`src/rtl/svr_pkg.sv`:
```
package svr_pkg;

  function automatic real exp_pos(input real y);
    real term;
    real sum;
    sum  = 1.0;
    term = 1.0;
    for (int n = 1; n < 60; n++) begin
      term = term * y / real'(n);
      sum  = sum + term;
    end
    return sum;
  endfunction

  function automatic real cos_ser(input real x);
    real term;
    real sum;
    sum  = 1.0;
    term = 1.0;
    for (int n = 1; n < 24; n++) begin
      term = -term * x * x / real'((2 * n - 1) * (2 * n));
      sum  = sum + term;
    end
    return sum;
  endfunction

  // attenuation in dB for a volume code, -1 means silence
  function automatic int att_db(input int code);
    if (code <= 1) return 0;
    if (code <= 51) return code - 1;
    case (code)
      52:      return 52;
      53:      return 54;
      54:      return 57;
      55:      return 60;
      56:      return 66;
      default: return -1;
    endcase
  endfunction

  function automatic int vol_gain(input int code, input int unity);
    int  db;
    real lin;
    db = att_db(code);
    if (db < 0) return 0;
    lin = 1.0 / exp_pos(real'(db) * 2.302585092994046 / 20.0);
    return $rtoi(real'(unity) * lin + 0.5);
  endfunction

  function automatic int ramp_gain(input int k, input int steps, input int unity);
    real x;
    x = 3.141592653589793 * real'(k) / real'(steps);
    return $rtoi(real'(unity) * (1.0 - cos_ser(x)) / 2.0 + 0.5);
  endfunction

endpackage

```
`src/rtl/svr_vol_lut.sv`:
```
module svr_vol_lut #(
  parameter int CODE_W = 6,
  parameter int GAIN_W = 16
) (
  input  logic [CODE_W-1:0] code_i,
  output logic [GAIN_W-1:0] gain_o
);
  localparam int N     = 2 ** CODE_W;
  localparam int UNITY = 2 ** (GAIN_W - 1);

  logic [GAIN_W-1:0] tbl [N];

  for (genvar i = 0; i < N; i++) begin : g_ent
    localparam int G = svr_pkg::vol_gain(i, UNITY);
    assign tbl[i] = GAIN_W'(G);
  end

  assign gain_o = tbl[code_i];
endmodule

```
`src/rtl/svr_ramp_ctrl.sv`:
```
module svr_ramp_ctrl #(
  parameter int STEPS     = 32,
  parameter int HOLD_MUTE = 32,
  parameter int HOLD_PWR  = 4,
  parameter int GAIN_W    = 16,
  localparam int POS_W    = $clog2(STEPS + 1)
) (
  input  logic              clk_i,
  input  logic              rst_ni,
  input  logic              step_i,
  input  logic              mute_i,
  input  logic              pwr_en_i,
  output logic [GAIN_W-1:0] gain_o,
  output logic [POS_W-1:0]  pos_o,
  output logic              done_o
);
  localparam int UNITY    = 2 ** (GAIN_W - 1);
  localparam int HOLD_MAX = (HOLD_MUTE > HOLD_PWR) ? HOLD_MUTE : HOLD_PWR;
  localparam int SUB_W    = (HOLD_MAX > 1) ? $clog2(HOLD_MAX) : 1;

  logic [GAIN_W-1:0] tbl [STEPS+1];
  for (genvar k = 0; k <= STEPS; k++) begin : g_cos
    localparam int G = svr_pkg::ramp_gain(k, STEPS, UNITY);
    assign tbl[k] = GAIN_W'(G);
  end

  logic [POS_W-1:0] pos_q, pos_d;
  logic [SUB_W-1:0] sub_q, sub_d, sub_base, hold_last;
  logic             mute_q, pwr_q, fast_q, fast_d, done_q, done_d;
  logic             pwr_chg, mute_chg, up, at_tgt;

  always_comb begin
    pwr_chg   = pwr_en_i ^ pwr_q;
    mute_chg  = mute_i ^ mute_q;
    // a power change picks the short hold, a mute change the long one
    fast_d    = pwr_chg ? 1'b1 : (mute_chg ? 1'b0 : fast_q);
    sub_base  = (pwr_chg | mute_chg) ? '0 : sub_q;
    hold_last = fast_d ? SUB_W'(HOLD_PWR - 1) : SUB_W'(HOLD_MUTE - 1);
    up        = pwr_en_i & ~mute_i;
    at_tgt    = up ? (pos_q == POS_W'(STEPS)) : (pos_q == '0);
    pos_d     = pos_q;
    sub_d     = sub_base;
    done_d    = 1'b0;
    if (step_i) begin
      if (at_tgt) begin
        sub_d = '0;
      end else if (sub_base == hold_last) begin
        sub_d  = '0;
        pos_d  = up ? pos_q + POS_W'(1) : pos_q - POS_W'(1);
        done_d = up ? (pos_q == POS_W'(STEPS - 1)) : (pos_q == POS_W'(1));
      end else begin
        sub_d = sub_base + SUB_W'(1);
      end
    end
  end

  always_ff @(posedge clk_i or negedge rst_ni) begin
    if (!rst_ni) begin
      pos_q  <= '0;
      sub_q  <= '0;
      mute_q <= 1'b0;
      pwr_q  <= 1'b0;
      fast_q <= 1'b1;
      done_q <= 1'b0;
    end else begin
      pos_q  <= pos_d;
      sub_q  <= sub_d;
      mute_q <= mute_i;
      pwr_q  <= pwr_en_i;
      fast_q <= fast_d;
      done_q <= done_d;
    end
  end

  assign gain_o = tbl[pos_q];
  assign pos_o  = pos_q;
  assign done_o = done_q;
endmodule

```
`src/rtl/svr_scale.sv`:
```
module svr_scale #(
  parameter int DATA_W = 24,
  parameter int GAIN_W = 16
) (
  input  logic signed [DATA_W-1:0] s_i,
  input  logic        [GAIN_W-1:0] g_i,
  output logic signed [DATA_W-1:0] s_o
);
  localparam int PW = DATA_W + GAIN_W + 1;
  localparam int SH = GAIN_W - 1;
  localparam int RW = PW - SH;
  localparam logic [PW-1:0] HALF = {{(PW-SH){1'b0}}, 1'b1, {(SH-1){1'b0}}};
  localparam logic signed [RW-1:0] MAXV = {{(RW-DATA_W+1){1'b0}}, {(DATA_W-1){1'b1}}};
  localparam logic signed [RW-1:0] MINV = {{(RW-DATA_W+1){1'b1}}, {(DATA_W-1){1'b0}}};

  logic signed [PW-1:0] prod, rnd;
  logic signed [RW-1:0] q;

  always_comb begin
    prod = $signed({{(GAIN_W+1){s_i[DATA_W-1]}}, s_i}) * $signed({{DATA_W{1'b0}}, 1'b0, g_i});
    rnd  = prod + $signed(HALF);
    q    = rnd[PW-1:SH];
    if (q > MAXV)      s_o = MAXV[DATA_W-1:0];
    else if (q < MINV) s_o = MINV[DATA_W-1:0];
    else               s_o = q[DATA_W-1:0];
  end
endmodule

```
`src/rtl/stereo_vol_ramp.sv`:
```
module stereo_vol_ramp #(
  parameter int DATA_W    = 24,
  parameter int CODE_W    = 6,
  parameter int GAIN_W    = 16,
  parameter int STEPS     = 32,
  parameter int HOLD_MUTE = 32,
  parameter int HOLD_PWR  = 4
) (
  input  logic              clk_i,
  input  logic              rst_ni,
  input  logic              valid_i,
  input  logic [DATA_W-1:0] left_i,
  input  logic [DATA_W-1:0] right_i,
  input  logic [CODE_W-1:0] vol_code_i,
  input  logic              mute_i,
  input  logic              pwr_en_i,
  output logic              valid_o,
  output logic [DATA_W-1:0] left_o,
  output logic [DATA_W-1:0] right_o,
  output logic              ramp_done_o
);
  localparam int POS_W = $clog2(STEPS + 1);
  localparam int SH    = GAIN_W - 1;

  logic [GAIN_W-1:0]   vol_gain, ramp_gain, mix_gain;
  logic [2*GAIN_W-1:0] mix_prod;
  logic [POS_W-1:0]    ramp_pos;

  svr_vol_lut #(.CODE_W(CODE_W), .GAIN_W(GAIN_W)) u_vol (
    .code_i (vol_code_i),
    .gain_o (vol_gain)
  );

  svr_ramp_ctrl #(
    .STEPS(STEPS), .HOLD_MUTE(HOLD_MUTE), .HOLD_PWR(HOLD_PWR), .GAIN_W(GAIN_W)
  ) u_ramp (
    .clk_i    (clk_i),
    .rst_ni   (rst_ni),
    .step_i   (valid_i),
    .mute_i   (mute_i),
    .pwr_en_i (pwr_en_i),
    .gain_o   (ramp_gain),
    .pos_o    (ramp_pos),
    .done_o   (ramp_done_o)
  );

  // combined gain stays within unity, so the low GAIN_W bits hold it
  always_comb begin
    mix_prod = vol_gain * ramp_gain + (2*GAIN_W)'(2 ** (SH - 1));
    mix_gain = mix_prod[SH +: GAIN_W];
  end

  logic signed [DATA_W-1:0] ch_in  [2];
  logic signed [DATA_W-1:0] ch_out [2];
  logic        [DATA_W-1:0] ch_q   [2];

  assign ch_in[0] = left_i;
  assign ch_in[1] = right_i;

  for (genvar c = 0; c < 2; c++) begin : g_ch
    svr_scale #(.DATA_W(DATA_W), .GAIN_W(GAIN_W)) u_scale (
      .s_i (ch_in[c]),
      .g_i (mix_gain),
      .s_o (ch_out[c])
    );

    always_ff @(posedge clk_i or negedge rst_ni) begin
      if (!rst_ni)      ch_q[c] <= '0;
      else if (valid_i) ch_q[c] <= ch_out[c];
    end
  end

  always_ff @(posedge clk_i or negedge rst_ni) begin
    if (!rst_ni) valid_o <= 1'b0;
    else         valid_o <= valid_i;
  end

  assign left_o  = ch_q[0];
  assign right_o = ch_q[1];
endmodule

```
`config.mk`:
```
export PLATFORM = sky130hd
export DESIGN_NAME = stereo_vol_ramp
export DESIGN_NICKNAME = d
export VERILOG_FILES = /design/src/rtl/svr_pkg.sv /design/src/rtl/svr_vol_lut.sv /design/src/rtl/svr_ramp_ctrl.sv /design/src/rtl/svr_scale.sv /design/src/rtl/stereo_vol_ramp.sv
export SDC_FILE = /design/constraint.sdc
export NUM_CORES = 2
export LEC_CHECK = 0
export BUFFER_PORTS_ARGS = -buffer_cell sky130_fd_sc_hd__buf_2
export CAP_MARGIN = 0
export CORE_UTILIZATION = 55
export CTS_BUF_LIST = sky130_fd_sc_hd__clkbuf_16
export DETAILED_ROUTE_END_ITERATION = 6
export PLACE_DENSITY_LB_ADDON = 0.2
export SYNTH_ARGS = -nofsm -noshare
export SYNTH_HDL_FRONTEND = slang
export SYNTH_SLANG_ARGS = --single-unit
```
`constraint.sdc`:
```
create_clock -name clk_i -period 26.4 [get_ports clk_i]
set_clock_uncertainty 0.05 [all_clocks]
set_input_delay 2.64 -clock clk_i [delete_from_list [all_inputs] [get_ports clk_i]]
set_output_delay 2.64 -clock clk_i [all_outputs]
set_load 0.05 [all_outputs]
```
==> results.toml <==
[sta]
final_max_slew_viol_count = 0
tns_ns = 0
fin_crit_ns = 19.25
fin_crit_sh_pct = 72.93
slew_headroom_pct = 13.64
rsz0062_at_grt = "no"
max_freq_mhz = 51.94
holdWs_ns = 0.4504
worstMarginPinSlew_ns = 1.288
finalSetupViolCount = 0
hold_viol = 0

[floorplan]
rows = 103
dieArea_um2 = 81120
die_y_um = 284.8
io_pins = 109
fp.dieW_um = 284.8
start_util_pct = 55.69
coreArea_um2 = 79000

[worst_setup_path]
worst-path-max-fanout = 41
critPathSlowestCell = "nor2b_1"
cpPeakStageDelay_ns = 0.86
regToRegStartpoint = "u_ramp.pos_o[0]$_DFFE_PN0P_"
cp.required_ns = 26.68
cp_common_cell = "fa_1"
crit_type = "in2reg"
rrSetupSlack_ns = 9.18
crit_family = "adder cells"
startpoint_type = "input pin"
arrival_ns = 19.53
r2r_end = "left_o[8]$_DFFE_PN0P_"
crit_buf_inv = 9
r2r_cells = 53
critPathCaptureType = "flip-flop"

[place]
gp_congestion = 0.9542
place.port_buffers = 108
dp_hpwl_um = 92090

[grt]
overflow = 0
grt_max_degree = 116
grt_usage_pct = 30.43
grt_pass1_wl_um = 194200
grt_pass1_vias = 35550
antenna_found_initial = 9

[yosys]
yosys_warnings = 0
netlist_area_um2 = 43990
synth_edf_count = 0
yosysSeqAreaShare_pct = 3.643
synth_cells = 5116
syn_avg_cell_area_um2 = 8.599
synth_ff_type = "dfrtp_1"
synthTopCellsByCount = "inv_1 (1069), fa_1 (945), nand2_1 (590)"
synthArstFlopShare_pct = 100.0
syn_nets = 6488
yosysMostFrequentCell = "inv_1"
yosysUniqueCellTypes = 99
synth_area_leaders = "fa_1 (43%), ha_1 (10%), inv_1 (9.1%)"
ys_seq_elements = 64
synth_top_cell_area_share_pct = 43.00
yosys.area.top_type = "fa_1"

[cts]
ctsResizeCount = 0
cts-hold-fix-buffers = 0
cts_tree = "yes"
clkLatencyLatePin_ns = 0.39
htree_levels = 3
cts_buffer_depth = 2
cts_made_buffers = 9
clkTransAtPathRegs_ns = 0.06
cts-root-buf = "clkbuf_16"
cts.sinks = 64
post_cts_buffers = 0

[min_path]
min_path_type = "reg2reg"
hold_path_end = "u_ramp.fast_q$_DFF_PN1_"
min_path_cells = 2
hold_start = "u_ramp.fast_q$_DFF_PN1_"

[route]
vias = 34130
drt_iter0_drc = 2351
drcViolationCount = 0
wl_um = 117300
firstDrtPassIters = 6
detail-route-antenna-nets = 0
wl_per_cell_um = 19.51
avgViaCountPerCell = 5.680

[cells_and_area]
multiInputGateArea_um2 = 37300
layout-drive-gt1-share_pct = 5.990
fillCellCount = 7186
area_delta_synth_final_pct = 3.342
layout.nets = 6325
regArea_um2 = 1603

[run_status]
status = "finished clean"

[job]
drv_cap = 0
cells in the final DEF, fill, tap and decap left out, types with 48 or more instances in the layout:
cell / netlist / layout
nand2_1: 590 / 590
a21o_1: 67 / 67
and2_1: 325 / 325
inv_1: 1069 / 1069
nand2b_1: 77 / 77
ha_1: 368 / 365
a21oi_1: 139 / 136
buf_2: 20 / 107
nand3_1: 95 / 95
xnor2_1: 66 / 60
and3_1: 69 / 69
fa_1: 945 / 945
nor2_1: 256 / 256
o21ai_0: 97 / 97
dfrtp_1: 63 / 63
mux2_2: 48 / 48
metal layers:
| metal | global-route usage [%] | vias to the layer above | part of all wire (%) |
|---|---|---|---|
| li1 | - | 15370 | - |
| met1 | 40.97 | 17380 | 41 |
| met2 | 50.76 | 1174 | 49 |
| met3 | 5.208 | 202 | 7.0 |
| met4 | 8.293 | 14 | 2.7 |
| met5 | 0 | - | 0.065 |
stage by stage:
step | std cells | util, % | instance area (um^2) | setup slack, ns
4_1_cts | 6008 | 57.54 | 45460 | 7.324
6_report | 6009 | 57.55 | 45460 | 7.146
3_5_place_dp | 5992 | 57.13 | 45130 | 6.916
2_1_floorplan | 5116 | - | 43990 | 9.903
3_3_place_gp | 5992 | 57.13 | 45130 | 7.206
5_1_grt | 6008 | 57.54 | 45460 | 6.004
state kept, by name (all words and copies together) (netlist names):
signal,flops
left_o,24
right_o,24
u_ramp.done_o,1
u_ramp.fast_q,1
u_ramp.mute_q,1
u_ramp.pos_o,6
u_ramp.pwr_q,1
u_ramp.sub_q,5
valid_o,1
logic make-up (layout without fill, tap and decap cells):
kind of cell | after synthesis | in the layout | share of synthesized area (%)
flops | 64 | 64 | 3.643
fa+ha+maj | 1313 | 1313 | 53.47
compound gates | 553 | 553 | 8.604
simple gates | 1627 | 1627 | 18.58
xor+xnor | 95 | 95 | 1.908
mux | 64 | 64 | 1.718
buf+inv | 1400 | 1242 | 12.07
other cells | 0 | 1 | 0
worst reg2reg max path: cells and delay by family (launching register included):
family / cells / cell delay [ns]
adder cells (fa/ha/maj): 15 / 6.91
AO/OA/AOI/OAI: 21 / 5.99
XOR/XNOR: 1 / 0.18
AND/OR/NAND/NOR: 5 / 1.35
multiplexers: 2 / 0.98
flip-flops: 1 / 0.61
buffers and inverters: 9 / 1.11
layout make-up:
class,instances,share of cell area [%]
Inverter,1072,8.851
Clock buffer,9,0.4954
Sequential cell,64,3.526
Multi-Input combinational cell,3652,82.05
Timing Repair Buffer,154,1.954
Antenna cell,1,0.005504
Clock inverter,7,0.2257
Tap cell,1050,2.890
worst max path at each step:
stage / start / end / slack (ns) / cells past startpoint
after floorplan: vol_code_i[2] / left_o[16]$_DFFE_PN0P_ / 9.90 / 60
after global placement: vol_code_i[2] / left_o[2]$_DFFE_PN0P_ / 7.21 / 51
after detailed placement: vol_code_i[2] / left_o[8]$_DFFE_PN0P_ / 6.92 / 51
after CTS: vol_code_i[2] / left_o[8]$_DFFE_PN0P_ / 7.32 / 51
after global routing: vol_code_i[2] / left_o[8]$_DFFE_PN0P_ / 6.00 / 51
final: vol_code_i[2] / left_o[8]$_DFFE_PN0P_ / 7.15 / 51
Power is left out: the tool's default activity adds up to more than one toggle a clock period on the data nets, which glitch-free logic cannot reach.
